$ cat src/rtl/cnv_seq_pkg.sv
package cnv_seq_pkg;

   typedef enum logic [1:0] {
      SQ_IDLE = 2'd0,
      SQ_INJ  = 2'd1,
      SQ_REG  = 2'd2
   } sq_state_t;

endpackage

$ cat src/rtl/cnv_trig_detect.sv
module cnv_trig_detect #(
   parameter bit TRIG_EDGE = 1'b1
) (
   input  logic clk,
   input  logic rst_n,
   input  logic trig_i,
   output logic hit_o
);

   generate
      if (TRIG_EDGE) begin : g_edge
         logic trig_q;
         always_ff @(posedge clk or negedge rst_n) begin
            if (!rst_n) trig_q <= 1'b0;
            else        trig_q <= trig_i;
         end
         assign hit_o = trig_i & ~trig_q;
      end else begin : g_level
         assign hit_o = trig_i;
      end
   endgenerate

endmodule

$ cat src/rtl/cnv_req_queue.sv
module cnv_req_queue #(
   parameter int CHW = 3
) (
   input  logic           clk,
   input  logic           rst_n,
   input  logic           filt_en,
   input  logic           inj_req_i,
   input  logic [CHW-1:0] inj_ch_i,
   input  logic           reg_req_i,
   input  logic           take_inj_i,
   input  logic           take_reg_i,
   input  logic           rearm_i,
   input  logic           requeue_i,
   output logic           inj_pend_o,
   output logic [CHW-1:0] inj_pch_o,
   output logic           reg_pend_o
);

   logic           inj_pend_q, reg_pend_q;
   logic [CHW-1:0] inj_pch_q;
   logic           inj_slot_free;

   assign inj_slot_free = ~inj_pend_q | take_inj_i;

   always_ff @(posedge clk or negedge rst_n) begin
      if (!rst_n) begin
         inj_pend_q <= 1'b0;
         inj_pch_q  <= '0;
         reg_pend_q <= 1'b0;
      end else if (!filt_en) begin
         inj_pend_q <= 1'b0;
         reg_pend_q <= 1'b0;
      end else begin
         inj_pend_q <= (inj_pend_q & ~take_inj_i) | inj_req_i;
         if (inj_req_i && inj_slot_free) inj_pch_q <= inj_ch_i;
         reg_pend_q <= (reg_pend_q & ~take_reg_i) | reg_req_i | rearm_i | requeue_i;
      end
   end

   assign inj_pend_o = inj_pend_q;
   assign inj_pch_o  = inj_pch_q;
   assign reg_pend_o = reg_pend_q;

   // a low enable empties both slots
   p_flush_r10: assert property (@(posedge clk) disable iff (!rst_n)
      !filt_en |=> (!inj_pend_q && !reg_pend_q));

   // regular work appears only from software, re-arm or requeue
   p_reg_src_r3: assert property (@(posedge clk) disable iff (!rst_n)
      $rose(reg_pend_q) |-> $past(reg_req_i || rearm_i || requeue_i));

   // a continuous re-arm leaves regular work pending
   p_rearm_r6: assert property (@(posedge clk) disable iff (!rst_n)
      (rearm_i && filt_en) |=> reg_pend_q);

endmodule

$ cat src/rtl/cnv_sched.sv
module cnv_sched
   import cnv_seq_pkg::*;
#(
   parameter int NCH     = 8,
   parameter int CHW     = 3,
   parameter bit PREEMPT = 1'b1
) (
   input  logic           clk,
   input  logic           rst_n,
   input  logic           filt_en,
   input  logic [NCH-1:0] ch_en,
   input  logic           inj_pend_i,
   input  logic [CHW-1:0] inj_pch_i,
   input  logic           reg_pend_i,
   input  logic [CHW-1:0] reg_ch_i,
   input  logic           reg_cont_i,
   input  logic           conv_eoc_i,
   output logic           take_inj_o,
   output logic           take_reg_o,
   output logic           rearm_o,
   output logic           requeue_o,
   output logic           start_o,
   output logic           busy_o,
   output logic [CHW-1:0] act_ch_o,
   output logic           inj_done_o,
   output logic           reg_done_o,
   output logic [CHW-1:0] done_ch_o
);

   sq_state_t      st_q, st_n;
   logic [CHW-1:0] ch_q, ch_n, dch_q, dch_n;
   logic           start_q, start_n;
   logic           ijd_q, ijd_n, rgd_q, rgd_n;
   logic           eoc_ok, preempt;

   // a disabled channel supplies no data, so its end pulse is not accepted
   assign eoc_ok = conv_eoc_i && (st_q != SQ_IDLE) && ch_en[ch_q];

   generate
      if (PREEMPT) begin : g_abort
         assign preempt = (st_q == SQ_REG) && inj_pend_i;
      end else begin : g_wait
         assign preempt = 1'b0;
      end
   endgenerate

   always_comb begin
      st_n       = st_q;
      ch_n       = ch_q;
      dch_n      = dch_q;
      start_n    = 1'b0;
      ijd_n      = 1'b0;
      rgd_n      = 1'b0;
      take_inj_o = 1'b0;
      take_reg_o = 1'b0;
      rearm_o    = 1'b0;
      requeue_o  = 1'b0;
      if (!filt_en) begin
         st_n = SQ_IDLE;
      end else begin
         unique case (st_q)
            SQ_IDLE: begin
               if (inj_pend_i) begin
                  st_n       = SQ_INJ;
                  ch_n       = inj_pch_i;
                  start_n    = 1'b1;
                  take_inj_o = 1'b1;
               end else if (reg_pend_i) begin
                  st_n       = SQ_REG;
                  ch_n       = reg_ch_i;
                  start_n    = 1'b1;
                  take_reg_o = 1'b1;
               end
            end
            SQ_INJ: begin
               if (eoc_ok) begin
                  st_n  = SQ_IDLE;
                  ijd_n = 1'b1;
                  dch_n = ch_q;
               end
            end
            SQ_REG: begin
               if (eoc_ok) begin
                  st_n    = SQ_IDLE;
                  rgd_n   = 1'b1;
                  dch_n   = ch_q;
                  rearm_o = reg_cont_i;
               end else if (preempt) begin
                  st_n       = SQ_INJ;
                  ch_n       = inj_pch_i;
                  start_n    = 1'b1;
                  take_inj_o = 1'b1;
                  requeue_o  = 1'b1;
               end
            end
            default: st_n = SQ_IDLE;
         endcase
      end
   end

   always_ff @(posedge clk or negedge rst_n) begin
      if (!rst_n) begin
         st_q    <= SQ_IDLE;
         ch_q    <= '0;
         dch_q   <= '0;
         start_q <= 1'b0;
         ijd_q   <= 1'b0;
         rgd_q   <= 1'b0;
      end else begin
         st_q    <= st_n;
         ch_q    <= ch_n;
         dch_q   <= dch_n;
         start_q <= start_n;
         ijd_q   <= ijd_n;
         rgd_q   <= rgd_n;
      end
   end

   assign start_o    = start_q;
   assign busy_o     = (st_q != SQ_IDLE);
   assign act_ch_o   = ch_q;
   assign inj_done_o = ijd_q;
   assign reg_done_o = rgd_q;
   assign done_ch_o  = dch_q;

   // injected work is never displaced before its accepted end
   p_inj_hold_r5: assert property (@(posedge clk) disable iff (!rst_n)
      (st_q == SQ_INJ && filt_en && !eoc_ok) |=> (st_q == SQ_INJ && $stable(ch_q)));

   // idle with injected work pending always goes injected
   p_inj_first_r4: assert property (@(posedge clk) disable iff (!rst_n)
      (st_q == SQ_IDLE && filt_en && inj_pend_i) |=> (st_q == SQ_INJ));

   // a disabled channel keeps the conversion active
   p_hang_r8: assert property (@(posedge clk) disable iff (!rst_n)
      (st_q != SQ_IDLE && filt_en && !ch_en[ch_q]) |=> (st_q != SQ_IDLE));

   // a low enable leaves the sequencer idle with no start
   p_abort_r10: assert property (@(posedge clk) disable iff (!rst_n)
      !filt_en |=> (st_q == SQ_IDLE && !start_q));

   // done pulses last a single cycle
   p_done_pulse_r11: assert property (@(posedge clk) disable iff (!rst_n)
      (ijd_q || rgd_q) |=> (!ijd_q && !rgd_q));

endmodule

$ cat src/rtl/cnv_sequencer.sv
module cnv_sequencer #(
   parameter int NCH       = 8,
   parameter bit TRIG_EDGE = 1'b1,
   parameter bit PREEMPT   = 1'b1,
   localparam int CHW      = (NCH > 1) ? $clog2(NCH) : 1
) (
   input  logic           clk,
   input  logic           rst_n,
   input  logic           filt_en,
   input  logic [NCH-1:0] ch_en,
   input  logic           inj_sw_req,
   input  logic           inj_trig,
   input  logic [CHW-1:0] inj_ch,
   input  logic           reg_sw_req,
   input  logic [CHW-1:0] reg_ch,
   input  logic           reg_cont,
   input  logic           conv_eoc,
   output logic           start,
   output logic           busy,
   output logic [CHW-1:0] act_ch,
   output logic           inj_done,
   output logic           reg_done,
   output logic [CHW-1:0] done_ch
);

   generate
      if (NCH < 2) begin : g_bad_nch
         $error("cnv_sequencer: NCH must be at least 2");
      end
      if ((1 << CHW) != NCH) begin : g_bad_pow
         $error("cnv_sequencer: NCH must be a power of two");
      end
   endgenerate

   logic           trig_hit;
   logic           inj_pend, reg_pend;
   logic [CHW-1:0] inj_pch;
   logic           take_inj, take_reg, rearm, requeue;

   cnv_trig_detect #(.TRIG_EDGE(TRIG_EDGE)) u_trig (
      .clk    (clk),
      .rst_n  (rst_n),
      .trig_i (inj_trig),
      .hit_o  (trig_hit)
   );

   cnv_req_queue #(.CHW(CHW)) u_queue (
      .clk        (clk),
      .rst_n      (rst_n),
      .filt_en    (filt_en),
      .inj_req_i  (inj_sw_req | trig_hit),
      .inj_ch_i   (inj_ch),
      .reg_req_i  (reg_sw_req),
      .take_inj_i (take_inj),
      .take_reg_i (take_reg),
      .rearm_i    (rearm),
      .requeue_i  (requeue),
      .inj_pend_o (inj_pend),
      .inj_pch_o  (inj_pch),
      .reg_pend_o (reg_pend)
   );

   cnv_sched #(.NCH(NCH), .CHW(CHW), .PREEMPT(PREEMPT)) u_sched (
      .clk        (clk),
      .rst_n      (rst_n),
      .filt_en    (filt_en),
      .ch_en      (ch_en),
      .inj_pend_i (inj_pend),
      .inj_pch_i  (inj_pch),
      .reg_pend_i (reg_pend),
      .reg_ch_i   (reg_ch),
      .reg_cont_i (reg_cont),
      .conv_eoc_i (conv_eoc),
      .take_inj_o (take_inj),
      .take_reg_o (take_reg),
      .rearm_o    (rearm),
      .requeue_o  (requeue),
      .start_o    (start),
      .busy_o     (busy),
      .act_ch_o   (act_ch),
      .inj_done_o (inj_done),
      .reg_done_o (reg_done),
      .done_ch_o  (done_ch)
   );

endmodule

$ cat config.mk
export PLATFORM = sky130hd
export DESIGN_NAME = cnv_sequencer
export DESIGN_NICKNAME = d
export VERILOG_FILES = /design/src/rtl/cnv_seq_pkg.sv /design/src/rtl/cnv_trig_detect.sv /design/src/rtl/cnv_req_queue.sv /design/src/rtl/cnv_sched.sv /design/src/rtl/cnv_sequencer.sv
export SDC_FILE = /design/constraint.sdc
export NUM_CORES = 1
export LEC_CHECK = 0
export CORE_AREA = 5 5 52 54
export CTS_CLUSTER_DIAMETER = 200
export DETAILED_ROUTE_END_ITERATION = 16
export DIE_AREA = 0 0 57 59
export MAX_ROUTING_LAYER = met4
export PLACE_DENSITY = 0.75
export SETUP_SLACK_MARGIN = 0.15
export SYNTH_ARGS = -nofsm -noshare
export SYNTH_HDL_FRONTEND = slang
export SYNTH_SLANG_ARGS = --single-unit
$ cat constraint.sdc
create_clock -name clk -period 2.71 [get_ports clk]
set_input_delay 0.542 -clock clk [delete_from_list [all_inputs] [get_ports clk]]
set_output_delay 0.542 -clock clk [all_outputs]
set_load 0.02 [all_outputs]
==> impl_metrics.py, run 1 <==
metrics = {
    "status": {
        "outcome": "complete, no violations",
    },
    "critical_path": {
        "reg2reg_slack_ps": 520,
        "reg2reg_depth": 7,
        "regToRegEndpoint": "u_sched.done_ch_o[0]",
        "worstPathMaxFanout": 3,
        "path_class": "flop to output pin",
        "cp-end-kind": "output pin",
        "startpoint_type": "flop",
        "crit_arrival_ps": 1760,
        "required_ps": 2170,
        "r2r-start": "u_sched.st_q[0]",
    },
    "grt": {
        "grt_usage_pct": 13.9,
        "grt_pass1_vias": 817,
        "grt_overflow": 0,
        "antenna_found_initial": 0,
        "grt_pass1_wl_mm": 3.48,
        "grt_max_degree": 18,
    },
    "drt": {
        "first_pass_iters": 4,
        "vias": 746,
        "postRouteAntennaNets": 0,
        "routed_wl_mm": 2.03,
        "routedWlPerCell_um": 14.5,
        "drc": 0,
        "drtIter0Drc": 7,
        "vias_per_cell": 5.33,
    },
    "pwr": {
        "leakagePower_uw": 0.000548,
        "power_density_nw_per_um2": 872,
        "finalPower_uw": 1110,
        "irDropWorstVdd_v": 0.000589,
    },
    "min_path": {
        "holdPathStages": 1,
        "whs_endpoint": "u_sched.done_ch_o[0]",
        "hp-start": "u_sched.done_ch_o[0]",
        "min_path_type": "flop to flop",
    },
    "sta": {
        "hold_viol": 0,
        "rsz0062_at_grt": "no",
        "clock_skew_ps": 9.24,
        "tightest_slew_ps": 777,
        "slew-limit-headroom_pct": 48.0,
        "final_max_slew_viol_count": 0,
        "setup-tns-final_ps": 0,
        "fin_crit_ps": 2300,
        "fmax_mhz": 435,
        "setup_viol": 0,
        "whs_ps": 490,
        "fin_crit_sh_pct": 84.8,
    },
    "placement": {
        "place_hpwl_mm": 1.58,
        "port_buffers": 31,
        "place_congestion": 0.737,
    },
    "synthesis": {
        "seq_area_frac_synth_pct": 46.9,
        "syn_area_per_cell_um2": 11.5,
        "async_flop_share_pct": 100,
        "yosysTopAreaCellShare_pct": 46.9,
        "yosys.area.top_type": "dfrtp_1",
        "synth_edf_count": 0,
        "ys_ff_latch": 17,
        "synth_warnings": 0,
        "yosys-top-cells-area": "dfrtp_1, mux2_1, mux2_2",
        "synth_cell_types": 27,
        "synth_nets": 104,
        "syn-cell-area_um2": 907,
        "synth_cells": 79,
        "ys.flop_type": "dfrtp_1",
        "yosysMostFrequentCell": "dfrtp_1",
        "synthTopCellsByCount": "dfrtp_1, o21ai_0, mux2_1, nor2_1",
    },
    "finish": {
        "synthToLayoutAreaGrowth_pct": 40.1,
        "diodes": 0,
        "nNetsFinal": 138,
        "layout-drive-gt1-share_pct": 14.3,
    },
    "floorplan": {
        "fp.coreArea_um2": 2170,
        "ios": 32,
        "die_w_um": 57,
        "rows": 17,
        "dieArea_um2": 3360,
        "initial_utilization_pct": 41.8,
        "die_h_um": 59,
    },
    "clock_tree": {
        "hold_buffers": 0,
        "clockRootBuffer": "clkbuf_4",
        "cts_setup_buffers": 0,
        "cts_sinks": 17,
        "cts_resized": 0,
        "cts_buffers": 3,
        "clock_latency_ps": 290,
        "ctsLongestPathBuffers": 2,
        "tritoncts": "built",
        "clkTransAtPathRegs_ps": 100,
        "htree_num_levels": 1,
    },
    "run": {
        "maxCapViolCount": 0,
    },
}
-- registers in the layout (all words and copies together) (netlist names) --
name	cells
u_queue.inj_pch_o	3
u_queue.inj_pend_o	1
u_queue.reg_pend_o	1
u_sched.act_ch_o	3
u_sched.done_ch_o	3
u_sched.inj_done_o	1
u_sched.reg_done_o	1
u_sched.st_q	2
u_sched.start_o	1
u_trig.g_edge.trig_q	1
-- routing by layer --
metal	global-route usage, %	wire length [um]
met5	-	0
met4	6.95	37
met3	3.27	147
met2	23.0	968
met1	15.9	878
-- layout make-up --
class / instances / area (um^2)
tap: 28 / 35.0
timing repair buffer: 31 / 310
sequential: 17 / 425
inverter: 3 / 11.3
fill: 194 / 898
multi-input combinational: 57 / 463
clock buffer: 4 / 26.3
-- how the worst max path moves through the flow --
stage | start | to | slack [ps]
after global placement | ch_en[1] | u_sched.done_ch_o[1] | 240
final | u_sched.st_q[0] | busy | 410
after floorplan | u_sched.act_ch_o[0] | u_sched.act_ch_o[0] | 640
after detailed placement | ch_en[0] | u_sched.done_ch_o[0] | 200
after CTS | u_sched.st_q[0] | busy | 400
after global routing | u_sched.st_q[0] | busy | 320
-- kinds of logic (layout without fill, tap and decap cells) --
family	count (synthesis)	in the layout	synth area share [%]
simple gates	24	24	15.0
flops	17	17	46.9
compound gates	15	15	10.8
mux	15	15	21.1
buf+inv	5	38	2.07
fa+ha+maj	3	3	4.14
-- layout by cell type (no fill, tap or decap), drive strengths merged --
| cell type | instances |
|---|---|
| a221oi | 1 |
| nand2 | 4 |
| clkbuf | 4 |
| nand4 | 1 |
| clkdlybuf4s50 | 31 |
| o211ai | 1 |
| and3 | 3 |
| dfrtp | 17 |
| a211o | 1 |
| a2bb2oi | 1 |
| inv | 3 |
| a21oi | 1 |
| o21ai | 7 |
| o31ai | 1 |
| nand3 | 1 |
| o22a | 1 |
| nor3 | 1 |
| nor2b | 5 |
| nor2 | 7 |
| mux2 | 14 |
| mux4 | 1 |
| ha | 3 |
| or3b | 1 |
| a31oi | 1 |
| nor3b | 1 |
-- power breakdown --
part           total, uW  switching [uW]  internal [uW]  leakage, uW
sequential           416            81.0            335     0.000213
combinational        558             259            300     0.000320
clock                135            77.3           57.3    0.0000150
-- per-stage QoR --
stage / util [%] / setup WS, ps / area, um^2 / instances
global placement: 57.4 / 237 / 1240 / 136
global route: 58.6 / 319 / 1270 / 140
CTS: 58.6 / 404 / 1270 / 140
detailed placement: 57.4 / 203 / 1240 / 136
floorplan: - / 640 / 907 / 79
finish: 58.6 / 411 / 1270 / 140
-- critical path, stage by stage (launching register included) --
cell             delay (ps)
dfrtp_1                 390
inv_1                    90
ha_1                    230
inv_1                   120
clkdlybuf4s50_1         630
No activity file was read; power rests on OpenSTA's default activity.
==> run 2: changes to the inputs <==
clock period = 2.15 ns   (was 2.71 ns; I/O delays follow)
==> impl_metrics.py, run 2 (synthesis results as in run 1) <==
metrics = {
    "status": {
        "outcome": "complete, no violations",
    },
    "sta": {
        "fin_crit_ps": 1990,
        "final_max_slew_viol_count": 0,
        "fmax_mhz": 503,
        "whs_ps": 452,
        "fin_ws_ps": 162,
        "rsz0062_at_grt": "yes",
        "clock_skew_ps": 9.68,
        "fin_crit_sh_pct": 92.5,
        "setup_viol": 0,
        "tightest_slew_ps": 396,
        "slew-limit-headroom_pct": 73.3,
        "hold_viol": 0,
    },
    "finish": {
        "synthToLayoutAreaGrowth_pct": 50.3,
        "seq_area_um2": 427,
        "multi_input_area_um2": 531,
        "diodes": 0,
        "nNetsFinal": 142,
        "layout-drive-gt1-share_pct": 25.0,
        "fin_util_pct": 62.9,
        "mostFrequentLayoutCell": "clkdlybuf4s50_1",
        "final_cells": 144,
        "final_cell_mix": "clkdlybuf4s50_1, dfrtp_1, o21ai_0",
        "fill_cells": 189,
    },
    "placement": {
        "place_inst": 139,
        "place_congestion": 0.772,
        "port_buffers": 31,
        "preCtsSetupSlack_ps": -286,
        "place_hpwl_mm": 1.59,
    },
    "drt": {
        "postRouteAntennaNets": 0,
        "routedWlPerCell_um": 14.3,
        "drtIter0Drc": 9,
        "vias_per_cell": 5.17,
        "vias": 745,
        "first_pass_iters": 4,
        "routed_wl_mm": 2.06,
        "drc": 0,
    },
    "critical_path": {
        "crit_cells": 6,
        "crit_arrival_ps": 2170,
        "startpoint_type": "primary input",
        "worstPathMaxFanout": 3,
        "cp_top_family": "multiplexers",
        "crit_path_top_delay_cell": "clkdlybuf4s50_1",
        "reg2reg_slack_ps": 180,
        "reg2reg_depth": 5,
        "cp-end-kind": "flop",
        "regToRegEndpoint": "u_sched.act_ch_o[0]",
        "max_stage_delay_ps": 400,
        "r2r-start": "u_sched.act_ch_o[0]",
        "path_buf_inv": 1,
        "path_class": "primary input to flop",
        "required_ps": 2330,
        "path_cells": "clkdlybuf4s50_1 > mux2_2 > nor3b_4 > nor3_4 > a211o_2 > mux2_4",
    },
    "floorplan": {
        "fp.coreArea_um2": 2170,
        "rows": 17,
        "initial_utilization_pct": 41.8,
        "ios": 32,
        "die_h_um": 59,
        "die_w_um": 57,
        "dieArea_um2": 3360,
    },
    "grt": {
        "grt_usage_pct": 13.2,
        "grt_pass1_vias": 772,
        "grt_overflow": 0,
        "grt_max_degree": 18,
        "antenna_found_initial": 0,
        "grt_pass1_wl_mm": 3.40,
    },
    "run": {
        "maxCapViolCount": 0,
    },
    "clock_tree": {
        "clock_latency_ps": 290,
        "ctsLongestPathBuffers": 2,
        "cts_buffers": 3,
        "tritoncts": "built",
        "clockRootBuffer": "clkbuf_4",
        "htree_num_levels": 1,
        "cts_sinks": 17,
        "clkTransAtPathRegs_ps": 100,
    },
    "pwr": {
        "finalPower_uw": 1500,
        "leakagePower_uw": 0.000586,
        "irDropWorstVdd_v": 0.000728,
        "power_density_nw_per_um2": 1100,
    },
    "min_path": {
        "min_path_type": "primary input to asynchronous set/reset pin",
    },
}
==> run 2: worst register-to-register path: stages, from the launching register on <==
cell and delay (ps):
dfrtp_2 440, mux2_2 370, nor3b_4 310, nor3_4 90, a211o_2 350, mux2_4 300
==> run 2: where the power goes <==
part	total [uW]	internal [uW]	switching, uW
registers	536	424	112
clock network	173	72.2	101
logic	795	422	372
==> run 2: layer usage <==
layer	wire, um	vias up	GRT usage, %
met5	0	-	-
met4	52	0	5.96
li1	-	360	-
met3	132	6	3.49
met2	963	28	21.2
met1	908	351	15.6
==> run 2: per-stage QoR <==
| stage | setup TNS, ps | instance area, um^2 |
|---|---|---|
| 2_1_floorplan | 0 | 908 |
| 3_3_place_gp | -1270 | 1270 |
| 4_1_cts | 0 | 1320 |
| 6_report | 0 | 1360 |
| 5_1_grt | 0 | 1360 |
| 3_5_place_dp | -1860 | 1270 |
==> run 2: layout make-up <==
type,instances,area share (%)
sequential,17,31.3
clock buffer,4,1.93
multi-input combinational,57,38.9
timing repair buffer,35,24.5
inverter,3,0.826
tap,28,2.57
==> run 2: repair_timing <==
item,CTS,global route
endpoints found under the setup margin,8,11
setup buffers,1,0
cloned,0,0
hold buffers,0,0
pin swaps,3,5
resized for setup,10,9
==> run 2: how the worst max path moves through the flow <==
stage | from | endpoint | slack (ps)
after global routing | u_sched.act_ch_o[0] | u_queue.inj_pch_o[1] | 120
final | ch_en[3] | u_sched.act_ch_o[0] | 160
after detailed placement | ch_en[4] | u_queue.inj_pch_o[2] | -290
after CTS | u_sched.act_ch_o[0] | u_queue.inj_pch_o[1] | 140
after global placement | ch_en[5] | u_queue.inj_pch_o[0] | -180
after floorplan | u_sched.st_q[0] | u_sched.done_ch_o[2] | 150
==> run 3: changes to the inputs <==
CORE_AREA = 5 5 48 60   (was 5 5 52 54)
CTS_CLUSTER_SIZE = 28   (was not set)
DIE_AREA = 0 0 53 65   (was 0 0 57 59)
PLACE_DENSITY = 0.73   (was 0.75)
==> impl_metrics.py, run 3 (synthesis results as in run 1) <==
metrics = {
    "clock_tree": {
        "ctsLongestPathBuffers": 2,
        "hold_buffers": 0,
        "cts_buffers": 3,
        "clockRootBuffer": "clkbuf_4",
        "clkTransAtPathRegs_ps": 100,
        "htree_num_levels": 1,
        "tritoncts": "built",
        "cts_sinks": 17,
        "clock_latency_ps": 290,
    },
    "critical_path": {
        "required_ps": 2330,
        "reg2reg_slack_ps": 190,
        "path_buf_inv": 1,
        "crit_cells": 6,
        "cp-end-kind": "flop",
        "crit_path_top_delay_cell": "mux4_2",
        "path_class": "primary input to flop",
        "reg2reg_depth": 5,
        "startpoint_type": "primary input",
        "worstPathMaxFanout": 3,
        "max_stage_delay_ps": 490,
        "cp_top_family": "multiplexers",
        "crit_arrival_ps": 2180,
        "path_cells": "clkdlybuf4s50_1 > mux4_2 > nor2_4 > nor3_2 > a211o_2 > mux2_4",
    },
    "drt": {
        "routedWlPerCell_um": 13.9,
        "drc": 0,
        "vias_per_cell": 4.90,
        "routed_wl_mm": 2.12,
        "first_pass_iters": 3,
        "drtIter0Drc": 10,
        "vias": 745,
        "postRouteAntennaNets": 0,
    },
    "placement": {
        "port_buffers": 31,
        "place_congestion": 0.859,
        "place_inst": 146,
        "placed_area_um2": 1290,
        "preCtsSetupSlack_ps": -190,
        "place_hpwl_mm": 1.68,
    },
    "floorplan": {
        "die_h_um": 65,
        "dieArea_um2": 3450,
        "initial_utilization_pct": 39.0,
        "rows": 20,
        "fp.coreArea_um2": 2330,
        "ios": 32,
        "die_w_um": 53,
    },
    "sta": {
        "tightest_slew_ps": 336,
        "rsz0062_at_grt": "yes",
        "slew-limit-headroom_pct": 77.6,
        "fin_ws_ps": 154,
        "final_max_slew_viol_count": 0,
        "hold_viol": 0,
        "clock_skew_ps": 7.57,
        "fmax_mhz": 501,
        "fin_crit_ps": 2000,
        "setup_viol": 0,
        "fin_crit_sh_pct": 92.8,
    },
    "grt": {
        "grt_overflow": 0,
        "grt_max_degree": 18,
        "antenna_found_initial": 0,
        "grt_pass1_wl_mm": 3.45,
        "grt_usage_pct": 13.9,
        "grt_pass1_vias": 801,
    },
    "finish": {
        "final_cell_mix": "clkdlybuf4s50_1, dfrtp_1, o21ai_0, buf_4",
        "layout-drive-gt1-share_pct": 21.8,
        "fill_cells": 205,
        "stdcell_area_um2": 1350,
        "final_cells": 152,
        "nNetsFinal": 145,
        "seq_area_um2": 427,
        "diodes": 0,
        "mostFrequentLayoutCell": "clkdlybuf4s50_1",
        "synthToLayoutAreaGrowth_pct": 49.1,
        "multi_input_area_um2": 485,
    },
    "pwr": {
        "leakagePower_uw": 0.000586,
        "irDropWorstVdd_v": 0.000771,
        "power_density_nw_per_um2": 1100,
        "finalPower_uw": 1490,
    },
    "min_path": {
        "min_path_type": "primary input to asynchronous set/reset pin",
    },
    "status": {
        "outcome": "complete, no violations",
    },
    "run": {
        "maxCapViolCount": 0,
    },
}
-- run 3: changes by cell type in the layout (fill, tap and decap cells not counted), sizes merged --
cell	delta
buf	+3
clkdlybuf4s50	+4
dlygate4sd2	-4
-- run 3: per-layer routing --
metal	global-route usage [%]	vias up	share of wire, %
met5	-	-	0
met3	2.30	4	4.3
met4	5.75	0	1.2
li1	-	362	-
met2	23.4	22	55
met1	16.0	357	40
-- run 3: where the power goes --
| group | switching [uW] | total [uW] | internal (uW) | leakage [uW] |
|---|---|---|---|---|
| Combinational | 354 | 787 | 433 | 0.000359 |
| Clock | 101 | 174 | 72.2 | 0.0000150 |
| Sequential | 105 | 529 | 424 | 0.000212 |
-- run 3: per-stage QoR --
step,utilization [%],setup TNS (ps),hold slack [ps]
finish,58.1,0,451
global route,58.1,0,468
CTS,56.5,0,458
detailed placement,55.4,-1400,475
global placement,55.4,-1250,473
floorplan,-,0,134
-- run 3: final cells by class --
cell class	instances	share of cell area [%]
Multi-Input combinational cell	57	35.9
Sequential cell	17	31.5
Timing Repair Buffer	38	26.7
Tap cell	33	3.05
Clock buffer	4	1.94
Inverter	3	0.833
-- run 3: what timing repair did --
| action | 4_1_cts | 5_1_grt |
|---|---|---|
| gates resized for setup | 1 | 4 |
| buffers inserted | 0 | 2 |
| endpoints found under the setup margin | 4 | 11 |
| pin swaps | 1 | 0 |
-- run 3: worst paths after layout --
kind,start,end
max,ch_en[5],u_sched.act_ch_o[1]
min in group clk,u_queue.inj_pch_o[1],u_queue.inj_pch_o[1]
min,rst_n,u_sched.inj_done_o
min reg2reg,u_queue.inj_pch_o[1],u_queue.inj_pch_o[1]
max reg2reg,u_sched.act_ch_o[0],u_sched.act_ch_o[1]
max in group asynchronous,rst_n,u_sched.act_ch_o[0]
